==> config.mk <==
export PLATFORM = sky130hd
export DESIGN_NAME = led_pwm_ctrl
export DESIGN_NICKNAME = d
export VERILOG_FILES = /design/src/rtl/led_pwm_pkg.sv /design/src/rtl/led_ind_timer.sv /design/src/rtl/led_grp_timer.sv /design/src/rtl/led_chan_out.sv /design/src/rtl/led_pwm_ctrl.sv
export SDC_FILE = /design/constraint.sdc
export NUM_CORES = 1
export LEC_CHECK = 0
export BUFFER_PORTS_ARGS = -buffer_cell sky130_fd_sc_hd__buf_2
export CORE_MARGIN = 2
export CORE_UTILIZATION = 61
export CTS_BUF_LIST = sky130_fd_sc_hd__clkbuf_4
export DETAILED_ROUTE_END_ITERATION = 10
export PLACE_DENSITY = 0.82
export SETUP_SLACK_MARGIN = 0.4
export SYNTH_ARGS = -nofsm -noshare
export SYNTH_HDL_FRONTEND = slang
export SYNTH_HIERARCHICAL = 1
export SYNTH_SLANG_ARGS = --single-unit
==> constraint.sdc <==
create_clock -name clk -period 4.4 [get_ports clk]
set_clock_uncertainty 0.1 [all_clocks]
set_input_delay 0.44 -clock clk [delete_from_list [all_inputs] [get_ports clk]]
set_output_delay 0.44 -clock clk [all_outputs]
set_load 0.03 [all_outputs]
==> src/rtl/led_pwm_pkg.sv <==
package led_pwm_pkg;

    typedef enum logic [1:0] {
        CH_DARK = 2'b00,
        CH_LIT  = 2'b01,
        CH_OWN  = 2'b10,
        CH_MIX  = 2'b11
    } ch_mode_e;

    localparam logic [1:0] DIS_LOW  = 2'b00;
    localparam logic [1:0] DIS_HIGH = 2'b01;

endpackage

==> src/rtl/led_ind_timer.sv <==
module led_ind_timer #(
    parameter int NCH     = 8,
    parameter int DW      = 8,
    parameter int IND_PRE = 1
) (
    input  logic              clk,
    input  logic              rst_n,
    input  logic              run,
    input  logic [NCH*DW-1:0] duty_in,
    output logic [DW-1:0]     cnt,
    output logic [NCH*DW-1:0] duty_lat
);
    localparam int PW = (IND_PRE > 1) ? $clog2(IND_PRE) : 1;
    localparam logic [PW-1:0] PRE_LAST = PW'(IND_PRE - 1);
    localparam logic [DW-1:0] CNT_LAST = '1;

    typedef struct packed {
        logic [PW-1:0]     pre;
        logic [DW-1:0]     cnt;
        logic [NCH*DW-1:0] lat;
    } ind_st_t;

    ind_st_t st_d, st_q;

    always_comb begin
        st_d = st_q;
        if (run) begin
            if (st_q.pre == PRE_LAST) begin
                st_d.pre = '0;
                st_d.cnt = st_q.cnt + DW'(1);
                if (st_q.cnt == CNT_LAST) begin
                    st_d.lat = duty_in;
                end
            end else begin
                st_d.pre = st_q.pre + PW'(1);
            end
        end
    end

    always_ff @(posedge clk or negedge rst_n) begin
        if (!rst_n) begin
            st_q <= '0;
        end else begin
            st_q <= st_d;
        end
    end

    assign cnt      = st_q.cnt;
    assign duty_lat = st_q.lat;

endmodule

==> src/rtl/led_grp_timer.sv <==
module led_grp_timer #(
    parameter int DW        = 8,
    parameter int DIM_PRE   = 512,
    parameter int BLINK_PRE = 4069
) (
    input  logic          clk,
    input  logic          rst_n,
    input  logic          run,
    input  logic          blink_sel,
    input  logic [DW-1:0] grp_freq,
    input  logic [DW-1:0] grp_duty,
    output logic [DW-1:0] gcnt,
    output logic          grp_on
);
    localparam int GPW = $clog2((2 ** DW) * BLINK_PRE + DIM_PRE + 1);
    localparam logic [GPW-1:0] DIM_LIM = GPW'(DIM_PRE);
    localparam logic [GPW-1:0] BLK_UNIT = GPW'(BLINK_PRE);
    localparam logic [DW-1:0] CNT_LAST = '1;

    typedef struct packed {
        logic [GPW-1:0] pre;
        logic [DW-1:0]  cnt;
        logic [DW-1:0]  lat;
    } grp_st_t;

    grp_st_t st_d, st_q;
    logic [GPW-1:0] lim;

    always_comb begin
        if (blink_sel) begin
            lim = (GPW'(grp_freq) + GPW'(1)) * BLK_UNIT;
        end else begin
            lim = DIM_LIM;
        end
        st_d = st_q;
        if (run) begin
            if (st_q.pre >= lim - GPW'(1)) begin
                st_d.pre = '0;
                st_d.cnt = st_q.cnt + DW'(1);
                if (st_q.cnt == CNT_LAST) begin
                    st_d.lat = grp_duty;
                end
            end else begin
                st_d.pre = st_q.pre + GPW'(1);
            end
        end
    end

    always_ff @(posedge clk or negedge rst_n) begin
        if (!rst_n) begin
            st_q <= '0;
        end else begin
            st_q <= st_d;
        end
    end

    assign gcnt   = st_q.cnt;
    assign grp_on = st_q.cnt < st_q.lat;

endmodule

==> src/rtl/led_chan_out.sv <==
module led_chan_out
    import led_pwm_pkg::*;
(
    input  ch_mode_e   mode,
    input  logic       ind_on,
    input  logic       grp_on,
    input  logic       invert,
    input  logic       open_drain,
    input  logic       oe_n,
    input  logic [1:0] dis_sel,
    output logic       lvl,
    output logic       den
);
    logic lit;
    logic pin;

    always_comb begin
        unique case (mode)
            CH_DARK: lit = 1'b0;
            CH_LIT:  lit = 1'b1;
            CH_OWN:  lit = ind_on;
            default: lit = ind_on & grp_on;
        endcase
        pin = invert ? lit : ~lit;
        if (oe_n) begin
            if (dis_sel == DIS_LOW) begin
                lvl = 1'b0;
                den = 1'b1;
            end else if (dis_sel == DIS_HIGH) begin
                lvl = ~open_drain;
                den = ~open_drain;
            end else begin
                lvl = 1'b0;
                den = 1'b0;
            end
        end else if (open_drain) begin
            lvl = 1'b0;
            den = ~pin;
        end else begin
            lvl = pin;
            den = 1'b1;
        end
    end

endmodule

==> src/rtl/led_pwm_ctrl.sv <==
module led_pwm_ctrl
    import led_pwm_pkg::*;
#(
    parameter int NCH       = 8,
    parameter int DW        = 8,
    parameter int IND_PRE   = 1,
    parameter int DIM_PRE   = 512,
    parameter int BLINK_PRE = 4069
) (
    input  logic              clk,
    input  logic              rst_n,
    input  logic [NCH*DW-1:0] duty_in,
    input  logic [DW-1:0]     grp_duty,
    input  logic [DW-1:0]     grp_freq,
    input  logic [2*NCH-1:0]  ch_mode,
    input  logic              blink_sel,
    input  logic              invert,
    input  logic              open_drain,
    input  logic [1:0]        dis_sel,
    input  logic              sleep,
    input  logic              oe_n,
    output logic [NCH-1:0]    led_lvl,
    output logic [NCH-1:0]    led_den
);
    logic [DW-1:0]     ind_cnt;
    logic [NCH*DW-1:0] duty_lat;
    logic [DW-1:0]     grp_cnt;
    logic              grp_on;
    logic              run;

    assign run = ~sleep;

    led_ind_timer #(.NCH(NCH), .DW(DW), .IND_PRE(IND_PRE)) u_ind (
        .clk      (clk),
        .rst_n    (rst_n),
        .run      (run),
        .duty_in  (duty_in),
        .cnt      (ind_cnt),
        .duty_lat (duty_lat)
    );

    led_grp_timer #(.DW(DW), .DIM_PRE(DIM_PRE), .BLINK_PRE(BLINK_PRE)) u_grp (
        .clk       (clk),
        .rst_n     (rst_n),
        .run       (run),
        .blink_sel (blink_sel),
        .grp_freq  (grp_freq),
        .grp_duty  (grp_duty),
        .gcnt      (grp_cnt),
        .grp_on    (grp_on)
    );

    for (genvar g = 0; g < NCH; g++) begin : g_ch
        logic ind_on;
        assign ind_on = ind_cnt < duty_lat[DW*g +: DW];
        led_chan_out u_out (
            .mode       (ch_mode_e'(ch_mode[2*g +: 2])),
            .ind_on     (ind_on),
            .grp_on     (grp_on),
            .invert     (invert),
            .open_drain (open_drain),
            .oe_n       (oe_n),
            .dis_sel    (dis_sel),
            .lvl        (led_lvl[g]),
            .den        (led_den[g])
        );
    end

endmodule

==> run metrics, run 1 <==
status=complete, but fails checks; failing checks=negative hold slack, negative setup slack; HPWL after detailed placement=17.6 mm; final setup TNS=-79080 ps; total core area=0.0158 mm^2; total number of vias=8352; TritonCTS clock tree=built; LEAKAGE=6.12 nW; ratio of final minimum period to clock period=1.52; CP Max Fanout=6; Largest stage delay, worst path=590 ps; most frequent cells in the layout=155 x inv_1, 128 x ha_1, 112 x buf_2, 110 x buf_4, 108 x dfrtp_1; worst min path class=input pin to asynchronous set/reset pin; Setup WS post-layout=-2300 ps; die width=131 um; Peak Freq=149 MHz; Rows=46; syn_nets=1298; Peak VDD IR=0.000897 V; first-pass GRT wire length=37.9 mm; Worst R2R Start=u_grp/st_q[25]$_DFFE_PN0P_; placed cell area=0.0115 mm^2; pwr/cell area=643 mW/mm^2; routability cong.=0.853; DR pass1 iterations=5; Cell Area, Synth=0.00985 mm^2; Synth Instances=1029; WHS=-31.8 ps; Global Route Usage Sum=0.278; Critical Path End Type=register; crit path launch=grp_freq[2]; H-tree lvl count=3; Die Span Y=131 um; RSZ-0062 raised after global routing=true; share of cells above drive strength 1=0.273; number of nets in the layout=1524; final setup vio count=36; Mapped Avg Cell Area=9.58 um^2; antenna cells=0; Post-Place Cells=1449; hold_buf cts=0; Ports=121; area of the die=0.0172 mm^2; Crit path arrival time=6990 ps; CP startpoint kind=input pin; drc violations=0; slowest stage cell, crit path=fa_1; TritonCTS buffer count=9; number of global-route vias before repair=8339; Starting Density=0.623; total of max-cap violations=0; Worst-Skew Late Latency=470 ps; WL/cell=16.5 um; Power, Total=0.00775 W; PortBufs=120; routed vias/inst=5.66; initial antenna violation count=0; crit path kind=input pin to register; grt ovf=0; TritonCTS Sinks=108; Tmin final=6700 ps; area of the multi-input gates=0.00680 mm^2; critical path required time=4690 ps; fin cells=1476; area grow syn2layout=22.4%; clk buf depth=2; Fin. Hold Viols=9; WL final=24.4 mm; clock root cell=clkbuf_4; initial DRC count=411; Max Slew Vio Count=0; Reg area=0.00270 mm^2; Slew headroom=0.371; Fill cells=1040; Finished Cell Area=0.0121 mm^2; slew of the pin with the lowest slew margin=944 ps; antenna viol nets, final=0; largest net degree at the start of global routing=76; clock-pin transition on the worst setup and hold timing paths=160 ps; YS warnings=6; slack of the worst reg-to-reg path=1720 ps; commonest non-fill, non-tap cell in the layout=inv_1
[sequential cells by signal (all words and copies together) (netlist names)]
signal and cells:
u_grp/st_q 28, u_ind/duty_lat 64, u_ind/cnt 8, u_grp/gcnt 8
[worst max-delay path: cells and delay by family]
kind | cells | cell delay, ps
compound gates | 8 | 1670
xor+xnor | 4 | 670
fa+ha+maj | 6 | 2620
buf+inv | 7 | 560
simple gates | 6 | 1010
[worst paths after layout]
check                                                      end  depth (start not counted)
min in group clk                u_ind/duty_lat[45]$_DFFE_PN0P_                          2
max in group asynchronous       u_ind/duty_lat[21]$_DFFE_PN0P_                          2
worst max-delay path                 u_grp/gcnt[2]$_DFFE_PN0P_                         31
worst min register to register   u_ind/duty_lat[8]$_DFFE_PN0P_                          1
worst min-delay path            u_ind/duty_lat[47]$_DFFE_PN0P_                          1
worst max register to register       u_grp/gcnt[2]$_DFFE_PN0P_                         10
[cell type report]
| cell class | instances | share of cell area |
|---|---|---|
| clock buffers | 9 | 0.00560 |
| flip-flops and latches | 108 | 0.224 |
| repair buffers | 232 | 0.126 |
| well taps | 216 | 0.0224 |
| multi-input cells | 740 | 0.564 |
| clock inverters | 7 | 0.00757 |
| inverters | 164 | 0.0510 |
[what timing repair did]
action / 4_1_cts / 5_1_grt
cloned: 0 / 0
gates resized for setup: 26 / 51
endpoints found under the setup margin: 44 / 44
setup buffers: 4 / 7
pin swaps: 9 / 31
[routing by layer]
metal,track usage,part of all wire
met1,0.337,0.41
met2,0.492,0.51
met3,0.0471,0.047
met4,0.111,0.038
met5,0,0
[metrics by stage]
step           utilization  worst slack, ps
2_1_floorplan            -            -2330
3_3_place_gp         0.726            -2470
3_5_place_dp         0.726            -2750
4_1_cts              0.748            -1970
5_1_grt              0.762            -2480
6_report             0.762            -2300
[report_power, final]
group,switching (W),leakage (nW),total (W),internal [W]
logic,0.00306,4.56,0.00591,0.00285
registers,0.000225,1.48,0.00129,0.00107
clock network,0.000324,0.0756,0.000551,0.000227
total,0.00361,6.12,0.00775,0.00414
No activity file was read; power rests on OpenSTA's default activity.
==> run 2: changes to the inputs <==
==> constraint.sdc (replaced) <==
create_clock -name clk -period 4.4 [get_ports clk]
set_clock_uncertainty 0.1 [all_clocks]
set_input_delay 0.66 -clock clk [delete_from_list [all_inputs] [get_ports clk]]
set_output_delay 0.66 -clock clk [all_outputs]
set_load 0.03 [all_outputs]
==> run 2 against run 1 <==
Net effect: largest power group unchanged; worst setup slack worse by 52 ps; via count is 0.56% lower; register-to-register slack got worse by 70 ps; combinational power shrank 2%; critical path type unchanged; largest cell class unchanged; power decreased by 2.0%; hold slack improved by 120 ps; first-iteration DRC count is 20% higher; clock-buffer cell count unchanged; the run ends with negative setup slack left; core utilization is 0.59 points higher.
==> run metrics, run 2 (same netlist as run 1, synthesis figures left out) <==
final setup vio count=36; Crit path arrival time=7020 ps; GR Util met1=0.347; Largest stage delay, worst path=570 ps; grt ovf=0; largest net degree at the start of global routing=57; antenna viol nets, final=0; met3 Use GR=0.0434; total core area=0.0158 mm^2; TritonCTS Sinks=108; CP startpoint kind=input pin; initial DRC count=492; HPWL after detailed placement=17.6 mm; total number of vias=8305; Setup WS post-layout=-2350 ps; die width=131 um; commonest non-fill, non-tap cell in the layout=inv_1; grt peak-use layer=met2; RSZ-0062 raised after global routing=true; LEAKAGE=6.17 nW; Ports=121; H-tree lvl count=3; initial antenna violation count=0; ratio of final minimum period to clock period=1.53; WL final=24.0 mm; Tmin final=6750 ps; TritonCTS clock tree=built; Max Slew Vio Count=0; Worst-Skew Late Latency=470 ps; Fin. Hold Viols=0; Critical Path End Type=register; PortBufs=120; Fill cells=1012; worst min path class=input pin to asynchronous set/reset pin; Starting Density=0.623; most frequent cells in the layout=158 x inv_1, 128 x ha_1, 120 x buf_4, 105 x dfrtp_1, 102 x buf_2; Rows=46; slowest stage cell, crit path=fa_1; pwr/cell area=625 mW/mm^2; antenna cells=0; max FFs per register=64; placed cell area=0.0116 mm^2; critical path required time=4670 ps; crit path kind=input pin to register; clk buf depth=2; number of global-route vias before repair=8381; Global Route met2 Usage=0.509; clock-pin transition on the worst setup and hold timing paths=150 ps; Peak VDD IR=0.000776 V; Finished Cell Area=0.0122 mm^2; total of max-cap violations=0; hold_buf cts=0; slew of the pin with the lowest slew margin=858 ps; fin cells=1483; Global Route Usage Sum=0.281; area of the die=0.0172 mm^2; number of nets in the layout=1531; area grow syn2layout=23.4%; Post-Place Cells=1454; drc violations=0; CP Max Fanout=8; routed vias/inst=5.60; TritonCTS buffer count=9; Peak Freq=148 MHz; clock root cell=clkbuf_4; Die Span Y=131 um; status=complete, but fails checks; routability cong.=0.862; failing checks=negative setup slack; first-pass GRT wire length=38.5 mm; Slew headroom=0.428; WL/cell=16.2 um; share of cells above drive strength 1=0.276; DR pass1 iterations=5
[run 2: changes by cell type in the layout (fill, tap and decap cells not counted), moves of 4 or more]
cell | before | now
buf_2 | 112 | 102
buf_4 | 110 | 120
nor2_2 | 5 | 12
mux2_2 | 12 | 6
mux2_4 | 3 | 9
clkbuf_4 | 9 | 13
nor2_1 | 37 | 33
[run 2: critical path, delay by kind of cell]
kind | cells | cell delay, ps
buffers and inverters | 5 | 370
XOR/XNOR | 4 | 630
AO/OA/AOI/OAI | 8 | 1730
adder cells (fa/ha/maj) | 6 | 2220
AND/OR/NAND/NOR | 6 | 1070
multiplexers | 1 | 320
[run 2: area by class of cell]
cell class              instances  area [um^2]  area share
clock buffers                   9         67.6     0.00556
multi-input cells             740         6800       0.559
well taps                     216          270      0.0222
repair buffers                239         1620       0.133
inverters                     164          616      0.0506
clock inverters                 7         81.3     0.00669
flip-flops and latches        108         2710       0.223
[run 2: metal layers]
metal,part of all wire,vias to the layer above
met4,0.019,0
met2,0.52,191
met1,0.42,4057
li1,-,4019
met5,0,-
met3,0.046,38
[run 2: per-stage QoR]
| stage | setup WS, ps | hold WS, ps | power (W) | util | setup TNS (ps) |
|---|---|---|---|---|---|
| after floorplan | -2550 | 264 | 0.00463 | - | -87720 |
| after global placement | -2710 | 360 | 0.00629 | 0.730 | -93130 |
| after detailed placement | -2840 | 372 | 0.00650 | 0.730 | -97630 |
| after CTS | -2140 | 79.2 | 0.00734 | 0.758 | -72870 |
| after global routing | -2610 | 89.3 | 0.00824 | 0.768 | -91660 |
| final | -2350 | 83.8 | 0.00759 | 0.768 | -81960 |
[run 2: where the power goes]
part	total, W	leakage, nW	switching [W]	internal, W
logic	0.00577	4.61	0.00291	0.00286
clock network	0.000539	0.0822	0.000315	0.000224
registers	0.00129	1.48	0.000215	0.00107
total	0.00759	6.17	0.00344	0.00415
[run 2: what timing repair did]
action / in CTS / in global routing
setup buffers: 8 / 4
gates resized for setup: 54 / 35
endpoints found under the setup margin: 52 / 52
gates cloned: 1 / 0
pin swaps: 50 / 19
[run 2: path summary, 6_finish.rpt]
check / start / endpoint / slack [ps] / cells past startpoint
worst max-delay path: grp_freq[2] / u_grp/st_q[1]$_DFFE_PN0P_ / -2350 / 30
worst min-delay path: rst_n / u_ind/duty_lat[45]$_DFFE_PN0P_ / 80 / 1
worst max register to register: u_ind/cnt[1]$_DFFE_PN0P_ / u_ind/duty_lat[43]$_DFFE_PN0P_ / 1650 / 5
worst min register to register: u_ind/duty_lat[1]$_DFFE_PN0P_ / u_ind/duty_lat[1]$_DFFE_PN0P_ / 400 / 1
max in group asynchronous: rst_n / u_ind/duty_lat[32]$_DFFE_PN0P_ / 3250 / 2
min in group clk: duty_in[29] / u_ind/duty_lat[29]$_DFFE_PN0P_ / 290 / 2
==> run 3: changes to the inputs <==
Settings changed: CTS_BUF_LIST sky130_fd_sc_hd__clkbuf_4 to sky130_fd_sc_hd__clkbuf_2 sky130_fd_sc_hd__clkbuf_4 sky130_fd_sc_hd__clkbuf_8, PLACE_DENSITY 0.82 to not set, PLACE_DENSITY_LB_ADDON set to 0.15.
==> run 3 against run 2 <==
Net effect: the run still ends with negative setup slack left; flip-flop and latch count did not move; first-iteration DRC count fell by 29%; worst setup slack got worse by 72 ps; via count fell by 1.6%; non-clock buffer count fell by 6; hold slack improved by 87 ps; sequential share of layout area fell by 0.13 points; die area did not move; sequential power barely moved; fmax fell by 1.1%; highest routed layer unchanged.
==> run metrics, run 3 (same netlist as run 1, synthesis figures left out) <==
clk buf depth=2; failing checks=negative setup slack; Ports=121; routed vias/inst=5.53; Setup WS post-layout=-2420 ps; grt peak-use layer=met2; final setup vio count=36; total of max-cap violations=0; met3 Use GR=0.0430; Global Route Usage Sum=0.261; worst min path class=input pin to asynchronous set/reset pin; WL/cell=15.3 um; slowest stage cell, crit path=fa_1; number of global-route vias before repair=7999; Global Route met2 Usage=0.465; Peak Freq=147 MHz; crit path kind=input pin to register; initial antenna violation count=1; clock-pin transition on the worst setup and hold timing paths=110 ps; CP startpoint kind=input pin; max FFs per register=64; largest net degree at the start of global routing=57; HPWL after detailed placement=17.0 mm; Post-Place Cells=1448; WL final=22.6 mm; Worst-Skew Late Latency=380 ps; LEAKAGE=6.16 nW; slew of the pin with the lowest slew margin=853 ps; Rows=46; Slew headroom=0.431; CP Max Fanout=8; PortBufs=120; Critical Path End Type=register; Crit path arrival time=6990 ps; TritonCTS Sinks=108; grt ovf=0; GR Util met1=0.324; initial DRC count=349; share of cells above drive strength 1=0.278; die width=131 um; routability cong.=0.822; CP dominant cell by count=fa_1; number of nets in the layout=1525; fin cells=1477; Starting Density=0.623; area of the die=0.0172 mm^2; first-pass GRT wire length=35.9 mm; RSZ-0062 raised after global routing=true; total number of vias=8173; most frequent cells in the layout=155 x inv_1, 128 x ha_1, 113 x buf_4, 109 x buf_2, 108 x dfrtp_1; TritonCTS buffer count=9; drc violations=0; antenna viol nets, final=0; Tmin final=6820 ps; H-tree lvl count=3; slack of the worst reg-to-reg path=1810 ps; ratio of final minimum period to clock period=1.55; Largest stage delay, worst path=550 ps; clock root cell=clkbuf_8; critical path required time=4560 ps; pwr/cell area=616 mW/mm^2; Core Util, Final=0.771; post-place setup slack=-2890 ps; commonest non-fill, non-tap cell in the layout=inv_1; Peak VDD IR=0.00103 V; DR pass1 iterations=4; Fin. Hold Viols=0; area grow syn2layout=23.9%; Die Span Y=131 um; status=complete, but fails checks; hold_buf cts=0; Max Slew Vio Count=0; total core area=0.0158 mm^2; WHS=171 ps; TritonCTS clock tree=built
[run 3: cell types whose count changed in the layout (fill, tap and decap cells not counted), moves of 5 or more]
| cell | change |
|---|---|
| clkbuf_4 | -13 |
| nor2_4 | +11 |
| clkbuf_8 | +10 |
| nor2_2 | -9 |
| buf_2 | +7 |
| buf_4 | -7 |
| o21ai_1 | +5 |
[run 3: timing repair]
action                                  CTS  global route
endpoints found under the hold margin     0             0
endpoints found under the setup margin   44            48
gates resized for setup                  46            60
pin swaps                                41            33
setup buffers                             7             6
[run 3: layer usage]
metal,share of wire,wire length (um)
met1,0.42,9450
met2,0.52,11800
met3,0.033,758
met4,0.029,656
met5,0,0
[run 3: per-stage QoR]
| step | total power [W] | cell area (um^2) | setup TNS (ps) |
|---|---|---|---|
| after floorplan | 0.00463 | 9990 | -87720 |
| after global placement | 0.00617 | 11500 | -94390 |
| after detailed placement | 0.00633 | 11500 | -99860 |
| after CTS | 0.00727 | 11900 | -77940 |
| after global routing | 0.00816 | 12200 | -91460 |
| final | 0.00752 | 12200 | -84220 |
[run 3: power breakdown]
part	switching (W)	total [W]	internal [W]
combinational	0.00284	0.00566	0.00282
sequential	0.000223	0.00129	0.00107
clock	0.000344	0.000570	0.000226
total	0.00341	0.00752	0.00411
[run 3: cell type report]
type                            count  area, um^2
Multi-Input combinational cell    740        6890
Fill cell                        1107        3620
Sequential cell                   108        2700
Timing Repair Buffer              233        1550
Inverter                          164         616
Tap cell                          216         270
Clock buffer                       10         138
Clock inverter                      5        42.5
Antenna cell                        1        2.50
[run 3: worst paths after layout]
| path | start | to | cells after the start |
|---|---|---|---|
| max | grp_freq[2] | u_grp/st_q[6]$_DFFE_PN0P_ | 29 |
| min | rst_n | u_ind/duty_lat[32]$_DFFE_PN0P_ | 1 |
| max reg2reg | u_grp/st_q[25]$_DFFE_PN0P_ | u_grp/st_q[6]$_DFFE_PN0P_ | 8 |
| min reg2reg | u_ind/duty_lat[24]$_DFFE_PN0P_ | u_ind/duty_lat[24]$_DFFE_PN0P_ | 1 |
| max in group asynchronous | rst_n | u_ind/duty_lat[0]$_DFFE_PN0P_ | 2 |
| min in group clk | duty_in[60] | u_ind/duty_lat[60]$_DFFE_PN0P_ | 2 |
[run 3: critical path, delay by kind of cell]
family,cells,cell delay [ps]
muxes,1,320
adders and majority gates,6,2570
AOI/OAI and AO/OA,8,1610
and+or+nand+nor,6,1100
xor gates and xnor gates,3,450
buffers and inverters,5,250
